[config.mk]
export PLATFORM = sky130hd
export DESIGN_NAME = exc_stacker
export DESIGN_NICKNAME = d
export VERILOG_FILES = /design/src/rtl/exc_pkg.sv /design/src/rtl/exc_cause_dec.sv /design/src/rtl/exc_frame_mux.sv /design/src/rtl/exc_seq.sv /design/src/rtl/exc_stacker.sv
export SDC_FILE = /design/constraint.sdc
export NUM_CORES = 1
export LEC_CHECK = 0
export BUFFER_PORTS_ARGS = -buffer_cell sky130_fd_sc_hd__buf_2
export CORE_AREA = 2 2 127 190
export CTS_CLUSTER_SIZE = 14
export DETAILED_ROUTE_END_ITERATION = 10
export DIE_AREA = 0 0 129 192
export SLEW_MARGIN = 20
export SYNTH_ARGS = -nofsm -noshare
export SYNTH_HDL_FRONTEND = slang
export SYNTH_SLANG_ARGS = --single-unit
[constraint.sdc]
create_clock -name clk -period 4.95 [get_ports clk]
set_input_delay 0.99 -clock clk [delete_from_list [all_inputs] [get_ports clk]]
set_output_delay 0.99 -clock clk [all_outputs]
set_load 0.01 [all_outputs]
[src/rtl/exc_pkg.sv]
package exc_pkg;
    localparam int AW = 32;
    localparam int WW = 16;
    localparam int VW = 8;
    localparam int TNW = 4;
    localparam int ILW = 4;
    localparam int SUP_BIT = 13;
    localparam int TRC_BIT = 15;
    localparam int FRAME_WORDS = 4;
    localparam int IDX_W = $clog2(FRAME_WORDS);
    localparam logic [VW-1:0] VEC_CHK       = 8'd6;
    localparam logic [VW-1:0] VEC_TRAPV     = 8'd7;
    localparam logic [VW-1:0] VEC_TRAP_BASE = 8'd32;

    typedef enum logic [1:0] {
        K_IRQ   = 2'd0,
        K_TRAP  = 2'd1,
        K_CHK   = 2'd2,
        K_TRAPV = 2'd3
    } cause_e;

    typedef enum logic [2:0] {
        S_IDLE,
        S_PUSH,
        S_RDHI,
        S_RDLO,
        S_DONE
    } st_e;

    typedef struct packed {
        logic [VW-1:0] vec;
        logic [AW-1:0] spc;
        logic [WW-1:0] sr_old;
        logic          taken;
    } ectx_t;

    function automatic logic [WW-1:0] fmt_word(input logic [VW-1:0] v);
        return {4'b0000, 2'b00, v, 2'b00};
    endfunction

    function automatic logic [WW-1:0] sr_enter(input logic [WW-1:0] s);
        logic [WW-1:0] r;
        r = s;
        r[SUP_BIT] = 1'b1;
        r[TRC_BIT] = 1'b0;
        return r;
    endfunction

    function automatic logic [AW-1:0] vec_addr(input logic [VW-1:0] v);
        return {{(AW-VW-2){1'b0}}, v, 2'b00};
    endfunction
endpackage

[src/rtl/exc_cause_dec.sv]
module exc_cause_dec
    import exc_pkg::*;
(
    input  cause_e              cause,
    input  logic [TNW-1:0]      trap_num,
    input  logic                cond,
    input  logic [VW-1:0]       int_vec,
    input  logic [AW-1:0]       pc,
    input  logic [ILW-1:0]      ilen,
    output logic [VW-1:0]       vec,
    output logic                taken,
    output logic [AW-1:0]       spc
);
    logic [AW-1:0] pc_after;

    assign pc_after = pc + {{(AW-ILW){1'b0}}, ilen};

    always_comb begin
        vec   = int_vec;
        taken = 1'b1;
        spc   = pc_after;
        unique case (cause)
            K_IRQ: begin
                vec = int_vec;
                spc = pc;
            end
            K_TRAP: begin
                vec = VEC_TRAP_BASE + {{(VW-TNW){1'b0}}, trap_num};
            end
            K_CHK: begin
                vec   = VEC_CHK;
                taken = cond;
            end
            K_TRAPV: begin
                vec   = VEC_TRAPV;
                taken = cond;
            end
            default: ;
        endcase
    end
endmodule

[src/rtl/exc_frame_mux.sv]
module exc_frame_mux
    import exc_pkg::*;
(
    input  ectx_t              ctx,
    input  logic [IDX_W-1:0]   idx,
    output logic [WW-1:0]      word
);
    logic [WW-1:0] words [FRAME_WORDS];

    assign words[0] = ctx.spc[WW-1:0];
    assign words[1] = ctx.spc[AW-1:WW];
    assign words[2] = ctx.sr_old;
    assign words[3] = fmt_word(ctx.vec);

    assign word = words[idx];
endmodule

[src/rtl/exc_seq.sv]
module exc_seq
    import exc_pkg::*;
(
    input  logic               clk,
    input  logic               rst,
    input  logic               req_valid,
    output logic               req_rdy,
    input  logic [VW-1:0]      dec_vec,
    input  logic               dec_taken,
    input  logic [AW-1:0]      dec_spc,
    input  logic [WW-1:0]      sr_in,
    input  logic [AW-1:0]      sp_in,
    output ectx_t              ctx,
    output logic [IDX_W-1:0]   idx,
    input  logic [WW-1:0]      frame_word,
    output logic               mem_req,
    output logic               mem_we,
    output logic [AW-1:0]      mem_addr,
    output logic [WW-1:0]      mem_wdata,
    input  logic               mem_ack,
    input  logic [WW-1:0]      mem_rdata,
    output logic               done,
    output logic [WW-1:0]      sr_out,
    output logic [AW-1:0]      pc_out,
    output logic [AW-1:0]      sp_out
);
    localparam logic [AW-1:0] WSTEP = AW'(WW/8);

    st_e           st;
    logic [AW-1:0] sp_q;
    logic [WW-1:0] pc_hi;
    logic [AW-1:0] pc_q;
    logic [WW-1:0] sr_q;

    always_ff @(posedge clk) begin
        if (rst) begin
            st    <= S_IDLE;
            ctx   <= '0;
            sp_q  <= '0;
            idx   <= '0;
            pc_hi <= '0;
            pc_q  <= '0;
            sr_q  <= '0;
        end else begin
            unique case (st)
                S_IDLE: begin
                    if (req_valid) begin
                        ctx  <= '{vec: dec_vec, spc: dec_spc, sr_old: sr_in, taken: dec_taken};
                        sp_q <= sp_in;
                        idx  <= '0;
                        sr_q <= dec_taken ? sr_enter(sr_in) : sr_in;
                        if (dec_taken) begin
                            st <= S_PUSH;
                        end else begin
                            pc_q <= dec_spc;
                            st   <= S_DONE;
                        end
                    end
                end
                S_PUSH: begin
                    if (mem_ack) begin
                        sp_q <= sp_q - WSTEP;
                        idx  <= idx + 1'b1;
                        if (idx == IDX_W'(FRAME_WORDS-1)) st <= S_RDHI;
                    end
                end
                S_RDHI: begin
                    if (mem_ack) begin
                        pc_hi <= mem_rdata;
                        st    <= S_RDLO;
                    end
                end
                S_RDLO: begin
                    if (mem_ack) begin
                        pc_q <= {pc_hi, mem_rdata};
                        st   <= S_DONE;
                    end
                end
                S_DONE: st <= S_IDLE;
                default: st <= S_IDLE;
            endcase
        end
    end

    always_comb begin
        req_rdy   = (st == S_IDLE);
        done      = (st == S_DONE);
        mem_req   = (st == S_PUSH) || (st == S_RDHI) || (st == S_RDLO);
        mem_we    = (st == S_PUSH);
        mem_wdata = (st == S_PUSH) ? frame_word : '0;
        if (st == S_PUSH)
            mem_addr = sp_q - WSTEP;
        else if (st == S_RDLO)
            mem_addr = vec_addr(ctx.vec) + WSTEP;
        else
            mem_addr = vec_addr(ctx.vec);
    end

    assign sr_out = sr_q;
    assign pc_out = pc_q;
    assign sp_out = sp_q;
endmodule

[src/rtl/exc_stacker.sv]
module exc_stacker
    import exc_pkg::*;
(
    input  logic               clk,
    input  logic               rst,
    input  logic               req_valid,
    output logic               req_rdy,
    input  logic [1:0]         req_cause,
    input  logic [TNW-1:0]     req_trap_num,
    input  logic               req_cond,
    input  logic [VW-1:0]      req_int_vec,
    input  logic [AW-1:0]      req_pc,
    input  logic [ILW-1:0]     req_ilen,
    input  logic [WW-1:0]      sr_in,
    input  logic [AW-1:0]      sp_in,
    output logic               mem_req,
    output logic               mem_we,
    output logic [AW-1:0]      mem_addr,
    output logic [WW-1:0]      mem_wdata,
    input  logic               mem_ack,
    input  logic [WW-1:0]      mem_rdata,
    output logic               done,
    output logic               taken,
    output logic [WW-1:0]      sr_out,
    output logic [AW-1:0]      pc_out,
    output logic [AW-1:0]      sp_out
);
    logic [VW-1:0]    dec_vec;
    logic             dec_taken;
    logic [AW-1:0]    dec_spc;
    ectx_t            ctx;
    logic [IDX_W-1:0] idx;
    logic [WW-1:0]    frame_word;

    exc_cause_dec u_dec (
        .cause    (cause_e'(req_cause)),
        .trap_num (req_trap_num),
        .cond     (req_cond),
        .int_vec  (req_int_vec),
        .pc       (req_pc),
        .ilen     (req_ilen),
        .vec      (dec_vec),
        .taken    (dec_taken),
        .spc      (dec_spc)
    );

    exc_frame_mux u_frame (
        .ctx  (ctx),
        .idx  (idx),
        .word (frame_word)
    );

    exc_seq u_seq (
        .clk        (clk),
        .rst        (rst),
        .req_valid  (req_valid),
        .req_rdy    (req_rdy),
        .dec_vec    (dec_vec),
        .dec_taken  (dec_taken),
        .dec_spc    (dec_spc),
        .sr_in      (sr_in),
        .sp_in      (sp_in),
        .ctx        (ctx),
        .idx        (idx),
        .frame_word (frame_word),
        .mem_req    (mem_req),
        .mem_we     (mem_we),
        .mem_addr   (mem_addr),
        .mem_wdata  (mem_wdata),
        .mem_ack    (mem_ack),
        .mem_rdata  (mem_rdata),
        .done       (done),
        .sr_out     (sr_out),
        .pc_out     (pc_out),
        .sp_out     (sp_out)
    );

    assign taken = ctx.taken;
endmodule

# Word level (Yosys, flattened, before mapping)
# Index checks and enable logic that the tools add are counted.
word_totals:
  regBits: 158
  input_bits: 119
  out_inout_bits: 133
classes:
  n_reduce_logical: 12
  n_eq_ne: 14
  addsub: 5
  n_lt_le_gt_ge: 1
  n_bitwise: 1
  muxes: 27
ops:
  columns: ["cell", "count"]
  rows:
  - ["32-bit 2-to-1 mux", 8]
  - ["32-bit one-hot mux with 2 select lines", 2]
  - ["16-bit 2-to-1 mux", 4]
  - ["32-bit by 4-bit adder with 32-bit output", 1]
  - ["16-bit binary-select mux with 2-bit select", 1]
  - ["8-bit one-hot mux with 4 select lines", 1]
  - ["32-bit by 2-bit subtractor with 32-bit output (second input constant)", 1]
  - ["3-bit 2-to-1 mux", 6]
  - ["3-bit one-hot mux with 4 select lines", 1]
  - ["10-bit by 2-bit adder with 11-bit output (second input constant)", 1]
  - ["2-bit != test (second input constant)", 4]
  - ["6-bit by 4-bit adder with 7-bit output (first input constant)", 1]
  - ["2-bit == test (second input constant)", 3]
  - ["3-bit by 2-bit == test with 1-bit output (second input constant)", 2]
  - ["5-bit AND reduction", 1]
  - ["2-bit 2-to-1 mux", 2]
  - ["2-bit by 1-bit != test with 1-bit output (second input constant)", 2]
  - ["2-bit one-hot mux with 2 select lines", 1]
  - ["2-bit AND reduction", 2]
  - ["4-bit AND reduction", 1]
  - ["2-bit nonzero test", 2]
  - ["3-bit by 1-bit == test with 1-bit output (second input constant)", 1]
  - ["3-bit == test (second input constant)", 1]
  - ["3-bit >= comparator (second input constant)", 1]
  - ["9 further kinds", 10]

# Depth between registers and ports, before layout
depth:
  word_depth: 6
  ltp_mapped: 8
  depth_no_buf: 7

# Hierarchy
# From an unflattened synthesis, not the netlist that was laid out.
hier_totals:
  hier_cells: 1102
  area_unflattened_um2: 8326.7
modules_own_cells:
  columns: ["module", "n_inst", "area_each_um2", "cells_per_inst"]
  rows:
  - ["exc_seq", 1, 7009.2, 945]
  - ["exc_cause_dec", 1, 910.9, 127]
  - ["exc_frame_mux", 1, 406.6, 30]

# Least setup slack after synthesis
# OpenSTA, ideal clock, no wires.
synth_timing:
  kind: "reg2out"
  from: "reg u_seq.sp_q[12], in the netlist u_seq.sp_out[12]"
  to: "out mem_addr[31]"
  required_ps: 3960
  setup_slack_ps: 1453
  arrival_time_ps: 2507
  path_stages_with_launch: 8
  cell_sequence: "dfxtp_1 -> buf_6 -> or4_4 -> or4b_4 -> clkbuf_1 -> nor4_1 -> xnor2_1 -> nor2_1"
synth_via:
  elab_chain_len: 2
synth_rtl:
  columns: ["element", "line_no", "source"]
  rows:
  - ["start: declaration", "exc_seq.sv:30", "logic [AW-1:0] sp_q;"]
  - ["start signal: assignment", "exc_seq.sv:49", "sp_q <= sp_in;"]
  - ["start signal: assignment", "exc_seq.sv:62", "sp_q <= sp_q - WSTEP;"]
  - ["32-bit by 2-bit subtractor with 32-bit output", "exc_seq.sv:92", "mem_addr = sp_q - WSTEP;"]
  - ["32-bit 2-to-1 mux", "exc_seq.sv:91", "if (st == S_PUSH)"]
  - ["end: declaration", "exc_stacker.sv:18", "output logic [AW-1:0] mem_addr,"]
# No other way between the ends.

# Worst setup path in the final report
layout_timing:
  from: "reg u_seq.sp_q[12], in the netlist u_seq.sp_out[12]"
  to: "out mem_addr[30]"
# Same word-level chain as after synthesis.

==> impl_summary.md <==
Floorplanning
The die covers 0.0248 mm^2. The die span in y is 192 um. The floorplan core area is 0.0231 mm^2. For this configuration, the core starts out at a cell density of 0.345. The die is 129 um wide. The number of primary I/O pins is 252.

Row generation in the floorplan step produced 68 rows.

GRT
The total global routing overflow is 0. The number of global-route vias before repair is 7,888. The first-pass GRT wire length is 45,000 um.

The pin count of the biggest net entering global routing is 97. The number of antenna violations at the first check in global routing came to 0. For this run, the total global-route usage over all layers was measured as 0.238.

Synthesis
In this run, synthesis inferred 0 flip-flops with an integrated enable. The combinational family with the most area after synthesis is simple AND/OR/NAND/NOR gates. Summing every instance area after synthesis gives 0.00796 mm^2. Yosys printed 0 warnings. The share of the synthesized area in compound gates (AO/OA/AOI/OAI) is 0.214. The prevailing post-synth register cell is dfxtp_1. Of all cell types, the one taking the most synthesized area is dfxtp_1. For this run, asynchronously set or reset flops after synthesis account for 0. The commonest cells after synthesis are dfxtp_1, nand2_1, a21oi_1. By area the synthesized netlist is led by dfxtp_1, a21oi_1, nand2_1. When the netlist entered floorplanning its net count stood at 1,160. The share of synthesized cell area in full adder, half adder and majority cells is 0.0120. The xor/xnor cell area share of the yosys netlist is 0.0605.

The synthesized area per cell is 7.69 um^2. The post-synthesis instance total is 1,034. The share of the Yosys chip area taken by registers is 0.362. The share of synthesized area in the top cell type comes to 0.362. By instance count, the leading cell after synthesis is dfxtp_1.

The share of synthesized cell area in and, or, nand and nor gates is 0.254. Of the post-synthesis cell area, the part taken by muxes is 0.0392. Counting distinct cell types in the post-synthesis netlist gives 65. After synthesis the netlist holds a flip-flop and latch count of 144.

Clock network
CTS saw 144 sinks. The post-cts repair resize count is 0. Buffers added to address setup during post-CTS repair amount to 0. The cell at the root of the clock tree is clkbuf_16.

For this design, the CTS-stage hold fixing added 0 buffers. The clock tree from TritonCTS is done. The clock slew at the register clock pins of the worst setup and hold paths is 0.07 ns. The clock insertion delay at the later pin of the skew report is 0.42 ns.

The number of buffers between clock root and the deepest sink is 2. The TritonCTS buffer count is 17. The number of H-tree levels is 4.

Layout
At the end of the flow the core is filled with cells to 0.432. Fill cells in the final layout number 2,399. The antenna cell count is 0. The layout cell share with drive strength beyond 1 is 0.264.

From synthesis to final layout, the design area changed by 25.3%. The final layout contains 1,348 nets. The number of cells in the finished layout apart from fillers is 1,550.

Timing
The final setup slack of the worst path is 0.778 ns. The setup TNS is 0 ns. The final clock skew is 0.00819 ns. The worst-margin pin slew is 0.985 ns. The max-slew violation count is 0. The minimum period implied by the final worst setup slack is 4.17 ns. The fmax is 0.240 GHz. Headroom to the max-slew limit came out at 0.343.

The final hold violation count is 0. In the finished design, the share of the clock period the worst path needs comes to 0.843. Setup violations remaining at the end of the flow were counted as 0. Setup repair after global routing left no endpoint under its margin.

Worst setup path
The biggest fanout along the worst timing path is 13. The worst reg2reg path startpoint is u_seq.st[1]$_SDFFE_PP0P_. The worst setup path is launched from a register. The worst setup path is of the reg -> out kind. For the worst setup path, the data arrival time is 3.18 ns. For this run, the slowest stage of the critical path takes 0.64 ns. On the critical path the largest part of the delay comes from simple AND/OR/NAND/NOR gates.

The destination of the worst register-to-register timing path is u_seq.sp_out[18]$_SDFFE_PP0P_. The slowest stage of the critical path is the or4b_4 cell. The most critical setup path has its startpoint at u_seq.sp_out[12]$_SDFFE_PP0P_. The worst path buffer plus inverter count is 1.

The most critical setup path has its endpoint at mem_addr[30]. The sort of element at the end of the critical path is an output pin. Counting cells, the worst reg-to-reg path comes to 7. Walking the worst path, the cells encountered are or4_4 -> or4b_4 -> nor3_1 -> a21oi_1 -> a31o_2 -> buf_2.

STA puts the critical path data required time at 3.96 ns. Across all register-to-register paths, the minimum setup slack is 1.64 ns. The critical path runs through a total of 6 cells.

Drt
After the first detailed-routing iteration, the DRC count stood at 536. The via-per-instance ratio is 5.49. In the routed design, unresolved DRC markers number 0. The detailed router placed 8,513 vias in this run. The final wirelength is 30,300 um. The final routed wire length divided by cell count is 19.5 um. The first-pass detailed-route iteration total is 7. The post-route antenna net violation count is 0.

Power and ir drop
Summed over all nets, the switching power comes to 0.00108 W. The internal portion of the total power is 0.00241 W. The total power of the final layout is 0.00349 W.

Of the total power, the share spent switching nets is 0.308. The maximum VDD drop is 0.000244 V. Of the total power, registers draw 0.378. The clock network power share is 0.408. The part of the power in combinational logic is 0.214. The power density over the cells is 350 mW/mm^2. In this run the static leakage power is 4.23 nW.

Place
At the end of routability-driven placement, the weighted congestion stood at 0.916. The number of cells after detailed placement is 1,518. The half-perimeter wire length after placement is 22,400 um.

The setup slack at placement is 1.22 ns. The count of input and output buffers is 251.

Flow run
The count of maximum capacitance violations is 0.

Run status
The run finished with clean final reports.

Min path
The path type of the worst min-delay path is reg -> reg.
## power groups by stage
stage	Combinational [W]	Sequential (W)	Clock (W)
floorplan	0.000470	0.00133	0
global placement	0.000738	0.00134	0
CTS	0.000745	0.00132	0.00144
global route	0.000817	0.00133	0.00149
finish	0.000745	0.00132	0.00142
detailed placement	0.000743	0.00134	0
## layout by cell type (no fill, tap or decap), types with 4 or more instances in the layout
cell type  count
nor3_1        42
a22o_1         4
mux4_2         8
a32o_1         4
and4_1         4
nand3_1       25
nor4_1        13
o21ai_0       53
nand2_1      131
o211ai_1       4
mux2i_1       12
a31oi_1        7
a21o_1         8
clkinv_4       4
nand4b_1       4
buf_4         19
bufinv_16      4
nand4_1       15
and2_1        16
and3_1        29
nor2_1        96
clkbuf_16     17
buf_2        250
xnor2_1       31
ha_1           6
o31ai_1        7
a211oi_1      11
xor2_1        24
a21oi_1      125
a22oi_1       12
or3_1         10
dfxtp_1      144
inv_1          5
o22ai_1       25
or4_1          5
## registers in the layout (all words and copies together) (netlist names)
| signal | flops |
|---|---|
| u_seq.pc_hi | 16 |
| u_seq.sp_out | 32 |
| u_seq.pc_out | 32 |
| u_seq.sr_out | 2 |
| u_seq.ctx | 57 |
| u_seq.st | 3 |
| u_seq.idx | 2 |
## final cells by class
type | count | area (um^2) | area share
Multi-Input combinational cell | 784 | 4630 | 0.464
Sequential cell | 144 | 2880 | 0.289
Timing Repair Buffer | 269 | 1390 | 0.140
Clock buffer | 21 | 470 | 0.0472
Tap cell | 315 | 394 | 0.0395
Clock inverter | 11 | 178 | 0.0178
Inverter | 6 | 22.5 | 0.00226
## through the flow
| step | hold WS, ns | cell area, um^2 |
|---|---|---|
| floorplan | 0.432 | 7960 |
| global placement | 0.438 | 9320 |
| detailed placement | 0.442 | 9320 |
| CTS | 0.451 | 9970 |
| global route | 0.468 | 9970 |
| finish | 0.446 | 9970 |
## worst min-delay path, stage by stage, from the launching register on
cell and delay [ns]:
dfxtp_1 0.30, nand2_1 0.05, a21oi_1 0.05
## worst min-delay path by stage
stage | from | end | cells after the start
after detailed placement | u_seq.pc_hi[15]$_SDFFE_PP0P_ | u_seq.pc_hi[15]$_SDFFE_PP0P_ | 2
final | u_seq.pc_out[1]$_SDFFE_PP0P_ | u_seq.pc_out[1]$_SDFFE_PP0P_ | 2
after global placement | u_seq.pc_hi[15]$_SDFFE_PP0P_ | u_seq.pc_hi[15]$_SDFFE_PP0P_ | 2
after CTS | u_seq.pc_hi[7]$_SDFFE_PP0P_ | u_seq.pc_hi[7]$_SDFFE_PP0P_ | 2
after floorplan | u_seq.pc_hi[10]$_SDFFE_PP0P_ | u_seq.pc_hi[10]$_SDFFE_PP0P_ | 2
after global routing | u_seq.pc_out[0]$_SDFFE_PP0P_ | u_seq.pc_out[0]$_SDFFE_PP0P_ | 2
## cells by family (layout without fill, tap and decap cells)
family	Yosys count	after routing
AND/OR/NAND/NOR	415	415
AO/OA/AOI/OAI	286	286
multiplexers	21	21
adder cells (fa/ha/maj)	7	7
buffers and inverters	106	307
flip-flops	144	144
XOR/XNOR	55	55
## metal layers
metal  up-vias  GRT usage  routed length [um]
met5         -          0                   0
met4         0      0.133                1620
met3        76     0.0401                1700
met2       332      0.413               15100
met1      4017      0.276               11900
li1       4088          -                   -
Power figures use the tool's default switching activity.
